$ cat config.mk
export PLATFORM = sky130hd
export DESIGN_NAME = pll_lock_detect
export DESIGN_NICKNAME = d
export VERILOG_FILES = /design/src/rtl/pll_ld_pkg.sv /design/src/rtl/pll_ld_err_meter.sv /design/src/rtl/pll_ld_classify.sv /design/src/rtl/pll_ld_run_fsm.sv /design/src/rtl/pll_lock_detect.sv
export SDC_FILE = /design/constraint.sdc
export NUM_CORES = 1
export LEC_CHECK = 0
export ABC_AREA = 1
export BUFFER_PORTS_ARGS = -buffer_cell sky130_fd_sc_hd__buf_4
export CORE_UTILIZATION = 50
export DETAILED_ROUTE_END_ITERATION = 10
export PLACE_DENSITY = 0.8
export SETUP_SLACK_MARGIN = 0.1
export SYNTH_ARGS = -nofsm -noshare
export SYNTH_HDL_FRONTEND = slang
export SYNTH_SLANG_ARGS = --single-unit
$ cat constraint.sdc
create_clock -name clk -period 3.1 [get_ports clk]
set_input_delay 0.31 -clock clk [delete_from_list [all_inputs] [get_ports clk]]
set_output_delay 0.31 -clock clk [all_outputs]
set_load 0.05 [all_outputs]
$ cat src/rtl/pll_ld_pkg.sv
package pll_ld_pkg;

  typedef enum logic {
    LD_HUNT   = 1'b0,
    LD_LOCKED = 1'b1
  } ld_state_e;

  // Saturating increment for the error accumulator.
  function automatic logic [15:0] sat_inc(input logic [15:0] val, input logic [15:0] max_val,
                                          input logic step);
    if (!step) return val;
    if (val >= max_val) return max_val;
    return val + 16'd1;
  endfunction

endpackage

$ cat src/rtl/pll_ld_err_meter.sv
module pll_ld_err_meter #(
  parameter int ERR_W = 6
) (
  input  logic             clk,
  input  logic             rst_n,
  input  logic             pump_up_i,
  input  logic             pump_dn_i,
  input  logic             strobe_i,
  input  logic             flush_i,
  output logic [ERR_W-1:0] err_o,
  output logic             err_vld_o
);
  import pll_ld_pkg::*;

  localparam int unsigned ERR_MAX = (1 << ERR_W) - 1;

  logic [ERR_W-1:0] acc_q;
  logic [15:0]      next_wide;
  logic             active;

  // Either pump direction is phase error; an overlap counts once.
  assign active    = pump_up_i | pump_dn_i;
  assign next_wide = sat_inc(16'(acc_q), 16'(ERR_MAX), active);
  assign err_o     = next_wide[ERR_W-1:0];
  assign err_vld_o = strobe_i & ~flush_i;

  always_ff @(posedge clk) begin
    if (!rst_n) begin
      acc_q <= '0;
    end else if (strobe_i || flush_i) begin
      acc_q <= '0;
    end else begin
      acc_q <= next_wide[ERR_W-1:0];
    end
  end

endmodule

$ cat src/rtl/pll_ld_classify.sv
module pll_ld_classify #(
  parameter int ERR_W     = 6,
  parameter int ENTRY_LIM = 15,
  parameter int EXIT_LIM  = 30
) (
  input  logic [ERR_W-1:0] err_i,
  output logic             good_o,
  output logic             bad_o
);
  localparam logic [ERR_W-1:0] ENTRY_V = ERR_W'(ENTRY_LIM);
  localparam logic [ERR_W-1:0] EXIT_V  = ERR_W'(EXIT_LIM);

  assign good_o = (err_i < ENTRY_V);
  assign bad_o  = (err_i > EXIT_V);

endmodule

$ cat src/rtl/pll_ld_run_fsm.sv
module pll_ld_run_fsm #(
  parameter int COARSE_RUNS = 3,
  parameter int FINE_RUNS   = 5,
  parameter int RUN_W       = $clog2(FINE_RUNS + 1)
) (
  input  logic             clk,
  input  logic             rst_n,
  input  logic             force_i,
  input  logic             meas_vld_i,
  input  logic             good_i,
  input  logic             bad_i,
  input  logic             precise_i,
  output logic [RUN_W-1:0] run_o,
  output logic             locked_o
);
  import pll_ld_pkg::*;

  localparam logic [RUN_W-1:0] NEED_COARSE = RUN_W'(COARSE_RUNS);
  localparam logic [RUN_W-1:0] NEED_FINE   = RUN_W'(FINE_RUNS);

  ld_state_e        state_q;
  logic [RUN_W-1:0] run_q;
  logic [RUN_W-1:0] need;
  logic [RUN_W-1:0] run_inc;

  assign need    = precise_i ? NEED_FINE : NEED_COARSE;
  assign run_inc = run_q + RUN_W'(1);

  always_ff @(posedge clk) begin
    if (!rst_n) begin
      state_q <= LD_HUNT;
      run_q   <= '0;
    end else if (force_i) begin
      state_q <= LD_HUNT;
      run_q   <= '0;
    end else if (meas_vld_i) begin
      unique case (state_q)
        LD_HUNT: begin
          if (!good_i) begin
            run_q <= '0;
          end else if (run_inc >= need) begin
            state_q <= LD_LOCKED;
            run_q   <= '0;
          end else begin
            run_q <= run_inc;
          end
        end
        LD_LOCKED: begin
          if (bad_i) state_q <= LD_HUNT;
          run_q <= '0;
        end
        default: begin
          state_q <= LD_HUNT;
          run_q   <= '0;
        end
      endcase
    end
  end

  assign run_o    = run_q;
  assign locked_o = (state_q == LD_LOCKED);

endmodule

$ cat src/rtl/pll_lock_detect.sv
module pll_lock_detect #(
  parameter int ERR_W       = 6,
  parameter int ENTRY_LIM   = 15,
  parameter int EXIT_LIM    = 30,
  parameter int COARSE_RUNS = 3,
  parameter int FINE_RUNS   = 5
) (
  input  logic clk,
  input  logic rst_n,
  input  logic pump_up_i,
  input  logic pump_dn_i,
  input  logic ref_strobe_i,
  input  logic precise_i,
  input  logic cp_tristate_i,
  input  logic powerdown_i,
  output logic locked_o
);
  localparam int RUN_W = $clog2(FINE_RUNS + 1);

  logic             force_w;
  logic [ERR_W-1:0] err_w;
  logic             meas_vld_w;
  logic             good_w;
  logic             bad_w;
  logic [RUN_W-1:0] run_w;

  assign force_w = cp_tristate_i | powerdown_i;

  pll_ld_err_meter #(.ERR_W(ERR_W)) meter_i (
    .clk       (clk),
    .rst_n     (rst_n),
    .pump_up_i (pump_up_i),
    .pump_dn_i (pump_dn_i),
    .strobe_i  (ref_strobe_i),
    .flush_i   (force_w),
    .err_o     (err_w),
    .err_vld_o (meas_vld_w)
  );

  pll_ld_classify #(
    .ERR_W(ERR_W), .ENTRY_LIM(ENTRY_LIM), .EXIT_LIM(EXIT_LIM)
  ) classify_i (
    .err_i  (err_w),
    .good_o (good_w),
    .bad_o  (bad_w)
  );

  pll_ld_run_fsm #(
    .COARSE_RUNS(COARSE_RUNS), .FINE_RUNS(FINE_RUNS), .RUN_W(RUN_W)
  ) fsm_i (
    .clk        (clk),
    .rst_n      (rst_n),
    .force_i    (force_w),
    .meas_vld_i (meas_vld_w),
    .good_i     (good_w),
    .bad_i      (bad_w),
    .precise_i  (precise_i),
    .run_o      (run_w),
    .locked_o   (locked_o)
  );

endmodule

==> impl_metrics.py <==
metrics = {
    "cts": {
        "numCtsBuffers": 3,
        "cts_hold_buf": 0,
        "cts.clk_slew.worst_paths_ns": 0.06,
        "cts_tree": "yes",
        "htree_levels": 1,
        "cts_max_path_buffers": 2,
        "cts.sinks": 10,
        "cts_resized": 0,
        "cts_setup_buffers": 0,
        "root_buffer": "clkbuf_4",
        "clk_latency_ns": 0.26,
    },
    "sta": {
        "final_max_slew_viol_count": 0,
        "final.setup.tns_ns": 0,
        "final_hold_viol_count": 0,
        "tightest_slew_ns": 0.2251,
        "slew_headroom_pct": 84.99,
        "hold_ws_ns": 0.3274,
        "fin_crit_ns": 1.774,
        "finClkSkew_ns": 0.001214,
        "setup_violations": 0,
        "fin_crit_sh_pct": 57.22,
        "fmax_mhz": 563.7,
        "rsz0062_at_grt": "false",
    },
    "placed_design": {
        "gp_congestion": 0.7655,
        "portBuffers": 8,
        "place_hpwl_um": 1010,
    },
    "drt": {
        "drt-total-wl_um": 1232,
        "drt_iter0_drc": 10,
        "vias_per_cell": 4.970,
        "detail-route-antenna-nets": 0,
        "route.detailed.drc": 0,
        "dr.pass1.iters": 4,
        "vias": 656,
        "post_drt_wl_per_cell_um": 9.333,
    },
    "synthesis": {
        "syn_inst": 106,
        "synthMuxAreaShare_pct": 0,
        "synth_top_area_share_pct": 28.17,
        "synth_xor_area_share_pct": 1.232,
        "syn_area_um2": 710.7,
        "synth_area_per_cell_um2": 6.705,
        "synth-simple-area-share_pct": 40.67,
        "syn-num-nets": 118,
        "synth_compound_area_share_pct": 10.74,
        "seq_area_frac_synth_pct": 28.17,
        "synth_fa_ha_area_share_pct": 7.042,
        "synth_top_family_by_area": "simple AND/OR/NAND/NOR gates",
        "synth_area_leaders": "dfxtp_1, inv_1, nand2_1",
        "synth_top_area_cell": "dfxtp_1",
        "ys_types": 17,
        "synth_edf_count": 0,
        "yosysWarnings": 0,
        "yosysMostFrequentCell": "inv_1",
        "synth_common_cells": "inv_1, nand2_1, nor2_1, dfxtp_1, a21oi_1",
        "yosys_most_used_dff": "dfxtp_1",
        "ys_ff_latch": 10,
        "synthArstFlopShare_pct": 0,
    },
    "grt": {
        "grt_overflow": 0,
        "grt_max_degree": 8,
        "grtUsageTotal_pct": 19.41,
        "antenna_found_initial": 0,
        "grt_pass1_vias": 540,
        "grt_pass1_wl_um": 2014,
    },
    "outcome": {
        "status": "finished clean",
    },
    "setup_path": {
        "worstRegToRegCells": 9,
        "path_max_fanout": 4,
        "crit_type": "flop to flop",
        "critPathCaptureType": "flop",
        "critPathArrivalTime_ns": 1.97,
        "r2r_slack_ns": 1.33,
        "r2r_start": "fsm_i.run_o[0]$_SDFFE_PP0P_",
        "startpoint_type": "flop",
        "r2r-end": "fsm_i.run_o[1]$_SDFFE_PP0P_",
        "required_ns": 3.29,
    },
    "final_layout": {
        "antenna_cells": 0,
        "syn_to_final_growth_pct": 14.26,
        "drive_gt1_share_pct": 23.08,
        "fin_nets": 131,
    },
    "power_and_ir_drop": {
        "power_mw": 0.2416,
        "leakagePower_nw": 0.4056,
        "p_per_area_nw_per_um2": 297.6,
        "ir_drop_v": 0.0001983,
    },
    "die": {
        "die_height_um": 39.70,
        "fp.dieW_um": 39.70,
        "die_area_um2": 1576,
        "io_pins": 9,
        "initial_core_util_pct": 53.94,
        "rows": 13,
        "coreArea_um2": 1318,
    },
    "run": {
        "drv_cap": 0,
    },
    "worst_hold_path": {
        "min_path_cells": 4,
        "hold_path_end": "meter_i.acc_q[3]$_SDFF_PP0_",
        "min_path_type": "primary input to flop",
        "hp-start": "ref_strobe_i",
    },
}
-- cells by family (layout without fill, tap and decap cells) --
| family | after synthesis | in the layout |
|---|---|---|
| AO/OA/AOI/OAI | 13 | 13 |
| XOR/XNOR | 1 | 1 |
| adder cells (fa/ha/maj) | 4 | 4 |
| buffers and inverters | 23 | 34 |
| flip-flops | 10 | 10 |
| AND/OR/NAND/NOR | 55 | 55 |
-- layer usage --
layer  global-route usage, %  up-vias  routed length [um]
met1                   22.79      283                 596
met2                   31.56       11                 567
met4                   12.93        0                  33
met3                   3.409        5                  36
met5                       0        -                   0
li1                        -      357                   -
-- worst max-delay path by stage --
| stage | startpoint | end | slack [ns] |
|---|---|---|---|
| detailed placement | fsm_i.run_o[0]$_SDFFE_PP0P_ | fsm_i.run_o[0]$_SDFFE_PP0P_ | 1.33 |
| global placement | fsm_i.run_o[0]$_SDFFE_PP0P_ | fsm_i.run_o[2]$_SDFFE_PP0P_ | 1.43 |
| finish | fsm_i.run_o[0]$_SDFFE_PP0P_ | fsm_i.run_o[1]$_SDFFE_PP0P_ | 1.33 |
| CTS | fsm_i.run_o[0]$_SDFFE_PP0P_ | fsm_i.run_o[0]$_SDFFE_PP0P_ | 1.32 |
| global route | fsm_i.run_o[0]$_SDFFE_PP0P_ | fsm_i.run_o[0]$_SDFFE_PP0P_ | 1.16 |
| floorplan | fsm_i.run_o[0]$_SDFFE_PP0P_ | fsm_i.run_o[0]$_SDFFE_PP0P_ | 1.49 |
-- cells in the final DEF, fill, tap and decap left out, types with 4 or more instances in the layout --
| cell | Yosys | final |
|---|---|---|
| a21oi_1 | 8 | 8 |
| buf_4 | 0 | 8 |
| dfxtp_1 | 10 | 10 |
| ha_1 | 4 | 4 |
| inv_1 | 23 | 23 |
| nand2_1 | 21 | 21 |
| nand3_1 | 6 | 6 |
| nand3_2 | 4 | 4 |
| nor2_1 | 12 | 12 |
-- power breakdown --
group	internal (mW)	total [mW]	leakage [nW]	switching [mW]
Clock	0.0448	0.0869	0.0138	0.0421
Combinational	0.0114	0.0251	0.311	0.0137
Sequential	0.129	0.130	0.0806	0.000605
-- final cells by class --
cell class | instances | area [um2]
multi-input combinational | 73 | 424.2
inverter | 23 | 86.33
sequential | 10 | 200.2
tap | 15 | 18.77
fill | 132 | 505.5
clock buffer | 3 | 22.52
timing repair buffer | 8 | 60.06
-- critical path: stages, from the launching register on --
cell and delay (ns):
dfxtp_1 0.34, ha_1 0.21, xnor2_1 0.17, inv_1 0.06, ha_1 0.27, a21oi_1 0.20
nand3_1 0.14, nor2_1 0.11, nand3_1 0.08, a21oi_1 0.13
-- through the flow --
stage,util (%),worst slack [ns],std cells,cell area (um2)
after floorplan,-,1.490,106,710.7
after global placement,59.92,1.427,129,789.5
after detailed placement,59.92,1.334,129,789.5
after CTS,61.63,1.318,132,812.0
after global routing,61.63,1.157,132,812.0
final,61.63,1.326,132,812.0
-- flip-flops by register name, indices dropped and copies added, names as in the netlist --
name	cells
meter_i.acc_q	6
fsm_i.run_o	3
fsm_i.locked_o	1
Power figures use the tool's default switching activity.
